File: src/rtl/bus_sram_pkg.sv
package bus_sram_pkg;

    typedef enum logic [1:0] {
        MODE_OFF   = 2'd0,
        MODE_READ  = 2'd1,
        MODE_WRITE = 2'd2
    } mem_mode_e;

    typedef struct packed {
        logic enable;
        logic write;
    } mem_ctrl_t;

    function automatic mem_mode_e decode_mode(input mem_ctrl_t c);
        if (!c.enable)
            return MODE_OFF;
        else if (c.write)
            return MODE_WRITE;
        else
            return MODE_READ;
    endfunction

endpackage

File: src/rtl/bus_sram_ldreg.sv
module bus_sram_ldreg #(
    parameter int W = 8
) (
    input  logic         clk,
    input  logic         rst,
    input  logic         ld,
    input  logic [W-1:0] d,
    output logic [W-1:0] q
);

    always_ff @(posedge clk) begin
        if (rst)
            q <= '0;
        else if (ld)
            q <= d;
    end

    // load takes the bus value, no load holds
    a_r3_load_takes_bus: assert property (@(posedge clk) disable iff (rst)
        ld |=> q == $past(d));
    a_r4_hold_without_load: assert property (@(posedge clk) disable iff (rst)
        !ld |=> $stable(q));

endmodule

File: src/rtl/bus_sram_ctrl.sv
module bus_sram_ctrl
    import bus_sram_pkg::*;
(
    input  mem_ctrl_t ctrl,
    output logic      drive,
    output logic      wr_stb
);

    mem_mode_e mode;

    always_comb begin
        mode   = decode_mode(ctrl);
        drive  = (mode == MODE_READ);
        wr_stb = (mode == MODE_WRITE);
    end

endmodule

File: src/rtl/bus_sram_array.sv
module bus_sram_array #(
    parameter int ADDR_W = 4,
    parameter int DATA_W = 8
) (
    input  logic              clk,
    input  logic              we,
    input  logic [ADDR_W-1:0] addr,
    input  logic [DATA_W-1:0] wdata,
    output logic [DATA_W-1:0] rdata
);

    localparam int DEPTH = 1 << ADDR_W;

    logic [DATA_W-1:0] mem [DEPTH];

    always_ff @(posedge clk) begin
        if (we)
            mem[addr] <= wdata;
    end

    assign rdata = mem[addr];

endmodule

File: src/rtl/bus_sram.sv
module bus_sram
    import bus_sram_pkg::*;
#(
    parameter int ADDR_W = 4,
    parameter int DATA_W = 8
) (
    input  logic              clk,
    input  logic              rst,
    input  logic [DATA_W-1:0] bus_in,
    input  logic              addr_ld,
    input  logic              data_ld,
    input  logic              mem_en,
    input  logic              wr_en,
    output logic [DATA_W-1:0] bus_out,
    output logic              bus_drive
);

    logic [ADDR_W-1:0] addr_q;
    logic [DATA_W-1:0] data_q;
    logic [DATA_W-1:0] rd_word;
    logic              wr_stb;
    mem_ctrl_t         ctrl;

    assign ctrl = '{enable: mem_en, write: wr_en};

    bus_sram_ldreg #(.W(ADDR_W)) u_addr_reg (
        .clk (clk),
        .rst (rst),
        .ld  (addr_ld),
        .d   (bus_in[ADDR_W-1:0]),
        .q   (addr_q)
    );

    bus_sram_ldreg #(.W(DATA_W)) u_data_reg (
        .clk (clk),
        .rst (rst),
        .ld  (data_ld),
        .d   (bus_in),
        .q   (data_q)
    );

    bus_sram_ctrl u_ctrl (
        .ctrl   (ctrl),
        .drive  (bus_drive),
        .wr_stb (wr_stb)
    );

    bus_sram_array #(.ADDR_W(ADDR_W), .DATA_W(DATA_W)) u_arr (
        .clk   (clk),
        .we    (wr_stb),
        .addr  (addr_q),
        .wdata (data_q),
        .rdata (rd_word)
    );

    assign bus_out = bus_drive ? rd_word : '0;

    // disabled memory stays off the bus
    a_r5_off_when_disabled: assert property (@(posedge clk) disable iff (rst)
        !mem_en |-> (!bus_drive && bus_out == '0));
    // read mode drives the bus
    a_r6_drive_on_read: assert property (@(posedge clk) disable iff (rst)
        (mem_en && !wr_en) |-> bus_drive);
    // write mode releases the bus
    a_r7_release_on_write: assert property (@(posedge clk) disable iff (rst)
        (mem_en && wr_en) |-> (!bus_drive && bus_out == '0));
    // the pre-edge register values are stored
    a_r8_store_prior_regs: assert property (@(posedge clk) disable iff (rst)
        (mem_en && wr_en) |=> u_arr.mem[$past(addr_q)] == $past(data_q));
    // no store while the memory is disabled
    a_r9_no_store_disabled: assert property (@(posedge clk) disable iff (rst)
        (!mem_en && !$isunknown(u_arr.mem[addr_q]))
            |=> u_arr.mem[$past(addr_q)] == $past(u_arr.mem[addr_q]));

endmodule

File: config.mk
export PLATFORM = sky130hd
export DESIGN_NAME = bus_sram
export DESIGN_NICKNAME = d
export VERILOG_FILES = /design/src/rtl/bus_sram_pkg.sv /design/src/rtl/bus_sram_ldreg.sv /design/src/rtl/bus_sram_ctrl.sv /design/src/rtl/bus_sram_array.sv /design/src/rtl/bus_sram.sv
export SDC_FILE = /design/constraint.sdc
export NUM_CORES = 1
export LEC_CHECK = 0
export CORE_UTILIZATION = 40
export CTS_CLUSTER_DIAMETER = 100
export DETAILED_ROUTE_END_ITERATION = 8
export SKIP_CTS_REPAIR_TIMING = 1
export SLEW_MARGIN = 20
export SYNTH_ARGS = -nofsm -noshare
export SYNTH_HDL_FRONTEND = slang
export SYNTH_SLANG_ARGS = --single-unit
File: constraint.sdc
create_clock -name clk -period 2.1 [get_ports clk]
set_clock_uncertainty 0.1 [all_clocks]
set_input_delay 0.42 -clock clk [delete_from_list [all_inputs] [get_ports clk]]
set_output_delay 0.42 -clock clk [all_outputs]
set_load 0.02 [all_outputs]
==> metrics.cfg, run 1 <==
[run_status]
run_status = finished, violations left
violations = setup timing

[setup_path]
slowest_delay_ns = 0.50
critPathSlowestCell = mux4_2
crit_path_cell_trace = buf_12, buf_4, mux4_2, mux2i_1, buf_4, o22ai_1, buf_2
crit_top_cell = buf_4
worst_ep_arrival_time_ns = 2.05
path_depth = 7
required_ns = 1.58
worst-path-max-fanout = 11
worst_setup_path_end_kind = output port
path_delay_family = multiplexers
ff2ff_setup_slack_ns = 0.52
timing.rr.start = u_addr_reg.q[2]$_SDFFE_PP0P_
startpoint_type = flop
crit_buf_inv = 4
reg2regPathDepth = 3
critPathKind = flop to output port

[die]
row_count = 42
io-pin-count = 23
dieWidth_um = 120
start_util = 0.415
core_um2 = 13400
die_h_um = 120
die_area_um2 = 14400

[cts]
clkSinkCount = 144
clock_tree.htree_level_count = 4
clk_pin_slew_ns = 0.06
cts_tree = yes
cts-root-buf = clkbuf_16
insertion_delay_ns = 0.41
cts_made_buffers = 17
cts_max_path_buffers = 2

[grt]
antenna_found_initial = 0
gr-total-overflow = 0
grt_use_total = 0.171
grt_pass1_wl_mm = 17.3
grt_pass1_vias = 2906
grt_max_degree = 20

[logic_synthesis]
synth_top_family_by_area = multiplexers
synth_compound_area_frac = 0.0234
synth-xor-area-share = 0
synth_top_area_frac = 0.692
yosys.area_share.simple = 0.0437
yosysMostFrequentCell = edfxtp_1
avgSynthCellArea_um2 = 19.6
synthMuxAreaShare = 0.162
synth.largest_area_cell = edfxtp_1
ys_seq_area_frac = 0.750
synthTopCellsByArea = edfxtp_1 (69%), mux4_2 (9.7%), mux2i_1 (6.5%)
synth.net_count = 298
mappedNetlistArea_um2 = 5560
synth_edf_count = 128
ys_ff_latch = 144
synth_flop_cell = edfxtp_1
synth_fa_ha_area_frac = 0
synthTopCellsByCount = edfxtp_1 (128), mux2i_1 (36), nor2_1 (25), mux4_2 (24), dfxtp_1 (16)
async_reset_ff_frac = 0
synthCells = 284
yosys.cell_types.count = 21
yosysWarnings = 0

[detailed_routing]
drt_iter0_drc = 171
first_pass_iters = 4
antenna_left = 0
num_vias = 2836
drcViolationCount = 0
vias_per_cell = 5.20
drt_wl_total_mm = 11.2
wl_per_cell_um = 20.5

[sta]
whs_ns = 0.483
slew_viol_final = 0
worstMarginPinSlew_ns = 0.669
slew_headroom = 0.553
max_freq_mhz = 389
setup_viol = 8
period_minus_slack_ns = 2.57
layout_setup_ws_ns = -0.473
rsz0062_at_grt = yes
hold_violations = 0
fin_crit_sh = 1.23

[flow_run]
maxCapViolCount = 0

[pwr]
ir_worst_vdd_mv = 0.572
power-per-cell-area_nw_per_um2 = 963
fin_total_pwr_mw = 6.66
p_leak_nw = 2.31

[place]
place_ws_ns = -0.913
gp_congestion = 0.753
place_area_um2 = 6210
hpwlAfterDp_mm = 7.19
numPortBuffers = 22

[worst_hold_path]
hold_path_depth = 2
hold_class = flop to flop
hp-start = u_addr_reg.q[2]$_SDFFE_PP0P_

[layout]
drive_gt1_frac = 0.314
num_antenna_cells = 0
nets = 370
post-route-cell-area_um2 = 6920
syn_to_final_growth_pct = 24.6

worst paths after layout:
check                                                  to
worst min-delay path                                 flop
worst max register to register  u_arr.mem[0][7]$_DFFE_PP_
worst max-delay path                           bus_out[2]
worst min register to register                       flop
where the power goes:
group | internal (mW) | total (mW) | switching [mW]
Clock | 1.89 | 3.07 | 1.18
Combinational | 0.201 | 0.371 | 0.170
Sequential | 3.16 | 3.22 | 0.0632
Total | 5.25 | 6.66 | 1.41
metal layers:
metal	routed length, um	vias to the layer above	global-route usage	part of all wire
met5	0	-	0	0
met4	147	0	0.0656	0.013
met3	436	11	0.0366	0.039
met2	5420	65	0.264	0.48
met1	5190	1464	0.236	0.46
li1	-	1296	-	-
stage by stage:
step                setup TNS [ns]  std cells   util
floorplan                        0        284      -
global placement            -10.29        505  0.464
detailed placement          -10.82        505  0.464
CTS                          -7.55        537  0.509
global route                 -4.03        545  0.516
finish                       -3.47        545  0.516
cells in the final DEF (no fill, tap or decap), drive strengths merged, types with 3 or more instances in the layout:
| master | count |
|---|---|
| mux2i | 36 |
| dfxtp | 16 |
| nor2b | 10 |
| bufinv | 3 |
| inv | 5 |
| nor3 | 4 |
| a221o | 8 |
| o22ai | 8 |
| clkdlybuf4s50 | 12 |
| buf | 52 |
| nor2 | 25 |
| edfxtp | 128 |
| clkinv | 4 |
| mux4 | 24 |
| clkbuf | 20 |
worst min-delay path, stage by stage, from the launching register on:
cell     delay, ns
dfxtp_1       0.34
mux2i_1       0.13
nor2_1        0.07
area by class of cell:
cell class,instances,area [um2]
well taps,176,220
repair buffers,68,628
clock buffers,18,429
multi-input cells,125,1300
clock inverters,14,179
fillers,1103,6480
flip-flops and latches,144,4170
cell families after synthesis:
| group | count (synthesis) |
|---|---|
| flops | 144 |
| mux | 60 |
| simple gates | 49 |
| compound gates | 16 |
| buf+inv | 15 |
sequential cells by signal (all words and copies together) (netlist names), named ones only:
register,flops
u_arr.mem,128
u_addr_reg.q,4
u_data_reg.q,8
Note: power is estimated with default switching activity, not from simulation.
==> inputs of run 2 (changes only) <==
--- a/config.mk
+++ b/config.mk
@@ -7,2 +7,3 @@
 export LEC_CHECK = 0
+export CORE_ASPECT_RATIO = 1.1
 export CORE_UTILIZATION = 40
==> constraint.sdc (replaced) <==
create_clock -name clk -period 2.1 [get_ports clk]
set_clock_uncertainty 0.1 [all_clocks]
set_input_delay 0.315 -clock clk [delete_from_list [all_inputs] [get_ports clk]]
set_output_delay 0.315 -clock clk [all_outputs]
set_load 0.02 [all_outputs]
==> run 2 against run 1 <==
Effect of this change:
- the flow still finishes with violations (setup timing)
- via count decreased by 1.3%
- combinational power decreased by 6.2%
- utilization decreased by 0.51 points
- sequential cell count unchanged
- clock-buffer cell count increased by 1
- total power decreased by 3.5%
- critical path depth decreased by 2
- final cell count increased by 0.92%
- wire length increased by 0.56%
- sequential share of layout area increased by 0.71 points
- clock power decreased by 7.2%
- hold slack got worse by 0.053 ns
- critical endpoint is now bus_out[4]
==> metrics.cfg, run 2 (synthesis results as in run 1) <==
[pwr]
power.switching_mw = 1.34  ; -5.2%
fin_total_pwr_mw = 6.43  ; -3.5%
power.clock.fraction = 0.444  ; -0.016
p_int_mw = 5.09  ; -3.1%
p_leak_nw = 2.25  ; -2.4%
power-per-cell-area_nw_per_um2 = 939  ; -2.4%
combPwrFrac = 0.054  ; -0.002
p_sw_frac = 0.208  ; -0.00359
ir_worst_vdd_mv = 0.590  ; +3.2%
p_seq_frac = 0.502  ; +0.018

[sta]
hold_violations = 0  ; unchanged
whs_ns = 0.430  ; -0.0534 ns
fin_crit_sh = 1.15  ; -0.0732
worstMarginPinSlew_ns = 0.697  ; +0.0276 ns
rsz0062_at_grt = yes
max_freq_mhz = 413  ; +6.4%
period_minus_slack_ns = 2.42  ; -0.154 ns
setup_viol = 8  ; unchanged
slew_headroom = 0.535  ; -0.0184
slew_viol_final = 0  ; unchanged
layout_setup_ws_ns = -0.319  ; +0.154 ns

[detailed_routing]
drt_wl_total_mm = 11.3  ; +0.56%
vias_per_cell = 5.09  ; -2.2%
drcViolationCount = 0  ; unchanged
wl_per_cell_um = 20.5  ; -0.35%
drt_iter0_drc = 210  ; +23%
first_pass_iters = 4  ; unchanged
antenna_left = 0  ; unchanged
num_vias = 2800  ; -1.3%

[setup_path]
worst-path-max-fanout = 14  ; +3
r2r-end = u_arr.mem[3][0]$_DFFE_PP_
reg2regPathDepth = 3  ; unchanged
required_ns = 1.68  ; +0.10 ns
path_delay_family = multiplexers
slowest_delay_ns = 0.54  ; +0.04 ns
ff2ff_setup_slack_ns = 0.51  ; about the same
startpoint_type = flop
critPathKind = flop to output port
worst_ep_arrival_time_ns = 2.00  ; -0.05 ns
worst_setup_path_end_kind = output port
crit_path_cell_trace = buf_12, mux4_2, mux2i_2, o22ai_1, buf_2
timing.rr.start = u_addr_reg.q[2]$_SDFFE_PP0P_
crit_buf_inv = 2  ; -2
critPathSlowestCell = mux4_2

[grt]
grtUsageMet2 = 0.271  ; +0.00685
grt_pass1_wl_mm = 17.3  ; -0.20%
antenna_found_initial = 0  ; unchanged
grt_pass1_vias = 2921  ; +0.52%
grtUsageMet3 = 0.0407  ; +0.00412
grt_use_total = 0.171  ; +0.000498
gr-total-overflow = 0  ; unchanged
grtUsageMet1 = 0.234  ; -0.00206
grt_max_degree = 20  ; unchanged
busiest_layer = met2

[worst_hold_path]
timing.hold.worst_endpoint = u_data_reg.q[4]$_SDFFE_PP0P_
hp-start = bus_in[4]
hold_path_depth = 3  ; +1
hold_class = input pin to flop

[layout]
final_cell_mix = edfxtp_1 (128), buf_4 (38), mux2i_1 (32)
nets = 367  ; -0.81%
drive_gt1_frac = 0.303  ; -0.0111
top_regs = u_arr.mem (128), u_data_reg.q (8), u_addr_reg.q (4)
final_common_cell = edfxtp_1
syn_to_final_growth_pct = 23.1
post-route-cell-area_um2 = 6840  ; -1.2%
largest_register_ffs = 128  ; unchanged
top_register = u_arr.mem
num_antenna_cells = 0  ; unchanged
final_util = 0.511  ; -0.00512

[die]
die_h_um = 126  ; +4.8%
start_util = 0.415  ; +0.000698
core_um2 = 13400  ; -0.17%
io-pin-count = 23  ; unchanged
die_area_um2 = 14400  ; about the same
row_count = 44  ; +4.8%
dieWidth_um = 114  ; -4.6%

[run_status]
run_status = finished, violations left
violations = setup timing

[cts]
cts_tree = yes
clk_pin_slew_ns = 0.06  ; about the same
clock_tree.htree_level_count = 4  ; unchanged
cts_made_buffers = 17  ; unchanged
cts_max_path_buffers = 2  ; unchanged
clkSinkCount = 144  ; unchanged
cts-root-buf = clkbuf_16
insertion_delay_ns = 0.40  ; about the same

[place]
place_ws_ns = -0.710  ; +0.203 ns
place_area_um2 = 6240  ; +0.48%
numPortBuffers = 22  ; unchanged
hpwlAfterDp_mm = 7.56  ; +5.2%
gp_congestion = 0.743  ; -1.3%

[flow_run]
maxCapViolCount = 0  ; unchanged

## run 2: power by group through the flow
stage          registers, mW  logic, mW  clock network, mW
2_1_floorplan           3.25      0.215                  0
6_report                3.23      0.348               2.85
3_3_place_gp            3.28      0.347                  0
5_1_grt                 3.24      0.373               3.02
3_5_place_dp            3.29      0.349                  0
4_1_cts                 3.23      0.350               2.91
## run 2: worst reg2reg max path, stage by stage, from the launching register on
cell,delay [ns]
dfxtp_1,0.33
or3_1,0.44
nor2_1,0.23
buf_4,0.20
## run 2: per-layer routing
layer	share of wire	routed length, um
met1	0.43	4870
met4	0.0065	73
met2	0.51	5690
met5	0	0
met3	0.056	625
## run 2: area by class of cell
class,instances,area (um2)
Fill cell,1104,6540
Sequential cell,144,4170
Multi-Input combinational cell,125,1300
Timing Repair Buffer,65,568
Clock buffer,19,433
Tap cell,184,230
Clock inverter,13,139
## run 2: worst max-delay path by stage
stage | startpoint | to | slack (ns) | cells past startpoint
after CTS | flop | bus_out[5] | -0.88 | 5
final | flop | bus_out[4] | -0.32 | 5
after floorplan | flop | bus_out[6] | 0.19 | 6
after global routing | flop | bus_out[6] | -0.40 | 6
after global placement | mem_en | bus_out[6] | -0.67 | 6
after detailed placement | mem_en | bus_out[5] | -0.71 | 6
## run 2: metrics by stage
stage          std cells  setup TNS (ns)
2_1_floorplan        284               0
3_3_place_gp         514           -6.04
3_5_place_dp         514           -6.52
4_1_cts              546           -6.91
5_1_grt              550           -2.88
6_report             550           -2.26
==> inputs of run 3 (changes only) <==
--- a/constraint.sdc
+++ b/constraint.sdc
@@ -4,2 +4,2 @@
 set_output_delay 0.315 -clock clk [all_outputs]
-set_load 0.02 [all_outputs]
+set_load 0.01 [all_outputs]
==> run 3 against run 2 <==
Effect of this change:
- the flow still finishes with violations (setup timing)
- utilization rose by 1.5 points
- clock-buffer cell count rose by 1
- die area is the same
- critical path depth is 1 higher
- largest power group unchanged
- fmax down 0.26%
- global-route usage grew 0.070 points
- wire length increased by 2.9%
- hold slack worse by 0.00076 ns
- clock power is 12% higher
- sequential cell count stayed put
- largest cell class unchanged
- final cell count rose by 2.4%
==> metrics.cfg, run 3 (synthesis results as in run 1) <==
[run_status]
run_status = finished, violations left
violations = setup timing

[grt]
grt_max_degree = 18  ; -10%
gr-total-overflow = 0  ; unchanged
grt_use_total = 0.172  ; +0.000698
grt_pass1_wl_mm = 17.2  ; -0.48%
grt_pass1_vias = 2898  ; -0.79%
antenna_found_initial = 0  ; unchanged

[pwr]
p_leak_nw = 2.37  ; +5.5%
power-per-cell-area_nw_per_um2 = 962  ; +2.4%
ir_worst_vdd_mv = 0.583  ; -1.3%
fin_total_pwr_mw = 6.77  ; +5.4%

[die]
start_util = 0.415  ; unchanged
die_area_um2 = 14400  ; unchanged
row_count = 44  ; unchanged
io-pin-count = 23  ; unchanged
core_um2 = 13400  ; unchanged
dieWidth_um = 114  ; unchanged
die_h_um = 126  ; unchanged

[place]
placed_cells = 515  ; +0.19%
hpwlAfterDp_mm = 7.44  ; -1.5%
place_area_um2 = 6240  ; about the same
gp_congestion = 0.749  ; +0.78%
numPortBuffers = 22  ; unchanged

[sta]
layout_setup_ws_ns = -0.326  ; -0.00637 ns
period_minus_slack_ns = 2.43  ; +0.00637 ns
max_freq_mhz = 412  ; -0.26%
rsz0062_at_grt = yes
slew_headroom = 0.525  ; -0.0104
hold_violations = 0  ; unchanged
setup_viol = 8  ; unchanged
worstMarginPinSlew_ns = 0.712  ; +0.0155 ns
fin_crit_sh = 1.16  ; +0.00303
slew_viol_final = 0  ; unchanged

[worst_hold_path]
hold_class = input pin to flop
hold_path_depth = 3  ; unchanged
hp-start = bus_in[5]
timing.hold.worst_endpoint = u_data_reg.q[5]$_SDFFE_PP0P_

[cts]
insertion_delay_ns = 0.41  ; about the same
cts_tree = yes
cts_made_buffers = 17  ; unchanged
cts_max_path_buffers = 2  ; unchanged
clk_pin_slew_ns = 0.06  ; about the same
clock_tree.htree_level_count = 4  ; unchanged
cts-root-buf = clkbuf_16
clkSinkCount = 144  ; unchanged

[layout]
nets = 380  ; +3.5%
syn_to_final_growth_pct = 26.7
final_cells = 563  ; +2.4%
seqCellArea_um2 = 4170  ; unchanged
fill_cells = 1080  ; -2.2%
final_common_cell = edfxtp_1
multi_input_area_um2 = 1300  ; unchanged
top_regs = u_arr.mem (128), u_data_reg.q (8), u_addr_reg.q (4)
final_cell_mix = edfxtp_1 (128), buf_4 (46), mux2i_1 (31)
largest_register_ffs = 128  ; unchanged
top_register = u_arr.mem
drive_gt1_frac = 0.338  ; +0.0345
post-route-cell-area_um2 = 7040  ; +2.9%
num_antenna_cells = 0  ; unchanged

[detailed_routing]
drt_wl_total_mm = 11.6  ; +2.9%
num_vias = 2855  ; +2.0%
met1_length_mm = 4.76  ; -2.2%
drt_iter0_drc = 231  ; +10%
dr_wl_met2_mm = 5.73  ; +0.60%
first_pass_iters = 4  ; unchanged
drcViolationCount = 0  ; unchanged
wl_met3_um = 893  ; +43%
wl_per_cell_um = 20.6  ; +0.49%
antenna_left = 0  ; unchanged
vias_per_cell = 5.07  ; -0.39%
dr.max_layer_used = met4

[setup_path]
crit_path_cell_trace = buf_12, buf_6, mux4_2, mux2i_1, o22ai_1, buf_2
slowest_delay_ns = 0.51  ; -0.03 ns
reg2regPathDepth = 3  ; unchanged
r2r-end = u_arr.mem[0][7]$_DFFE_PP_
worst_ep_arrival_time_ns = 2.01  ; about the same
worst_setup_path_end_kind = output port
required_ns = 1.68  ; about the same
worst-path-max-fanout = 8  ; -6
critPathSlowestCell = mux4_2
ff2ff_setup_slack_ns = 0.54  ; +0.03 ns
startpoint_type = flop
timing.rr.start = u_addr_reg.q[2]$_SDFFE_PP0P_
critPathKind = flop to output port

[flow_run]
maxCapViolCount = 0  ; unchanged

-- run 3: cell types whose count changed in the layout (fill, tap and decap cells not counted), moves of 2 or more --
cell	previous run	this run
buf_2	6	4
buf_6	0	4
mux2i_2	3	5
buf_4	38	46
bufinv_16	2	4
nor2b_2	1	3
clkbuf_8	0	2
nor2b_1	9	7
-- run 3: worst max-delay path by stage --
stage | to | cells after the start | start
after floorplan | u_arr.mem[0][0]$_DFFE_PP_ | 2 | u_addr_reg.q[2]$_SDFFE_PP0P_
after global placement | bus_out[2] | 6 | mem_en
after detailed placement | bus_out[4] | 6 | mem_en
after CTS | bus_out[0] | 5 | flop
after global routing | bus_out[6] | 6 | flop
final | bus_out[6] | 6 | flop
-- run 3: metal layers --
| layer | track usage | vias up |
|---|---|---|
| li1 | - | 1311 |
| met1 | 0.229 | 1429 |
| met2 | 0.270 | 99 |
| met3 | 0.0475 | 16 |
| met4 | 0.0626 | 0 |
| met5 | 0 | - |
-- run 3: report_power, final --
part	internal [mW]	switching, mW
Sequential	3.16	0.0659
Clock	2.06	1.12
Combinational	0.205	0.165
Total	5.42	1.35
-- run 3: worst max-delay path: cells and delay by family, from the launching register on --
family	cells	cell delay (ns)
DFF	1	0.38
buffers and inverters	3	0.40
muxes	2	0.71
AOI/OAI and AO/OA	1	0.11
-- run 3: through the flow --
stage | setup TNS, ns | setup slack [ns] | hold WS (ns) | util
finish | -2.26 | -0.326 | 0.429 | 0.526
global route | -2.87 | -0.400 | 0.451 | 0.526
CTS | -6.42 | -0.824 | 0.414 | 0.514
detailed placement | -5.29 | -0.631 | 0.482 | 0.466
global placement | -5.01 | -0.605 | 0.457 | 0.466
floorplan | 0 | 0.273 | 0.287 | -
-- run 3: area by class of cell --
cell class	instances	area share
repair buffers	78	0.0995
clock buffers	20	0.0649
multi-input cells	125	0.185
clock inverters	12	0.0258
well taps	184	0.0327
flip-flops and latches	144	0.592
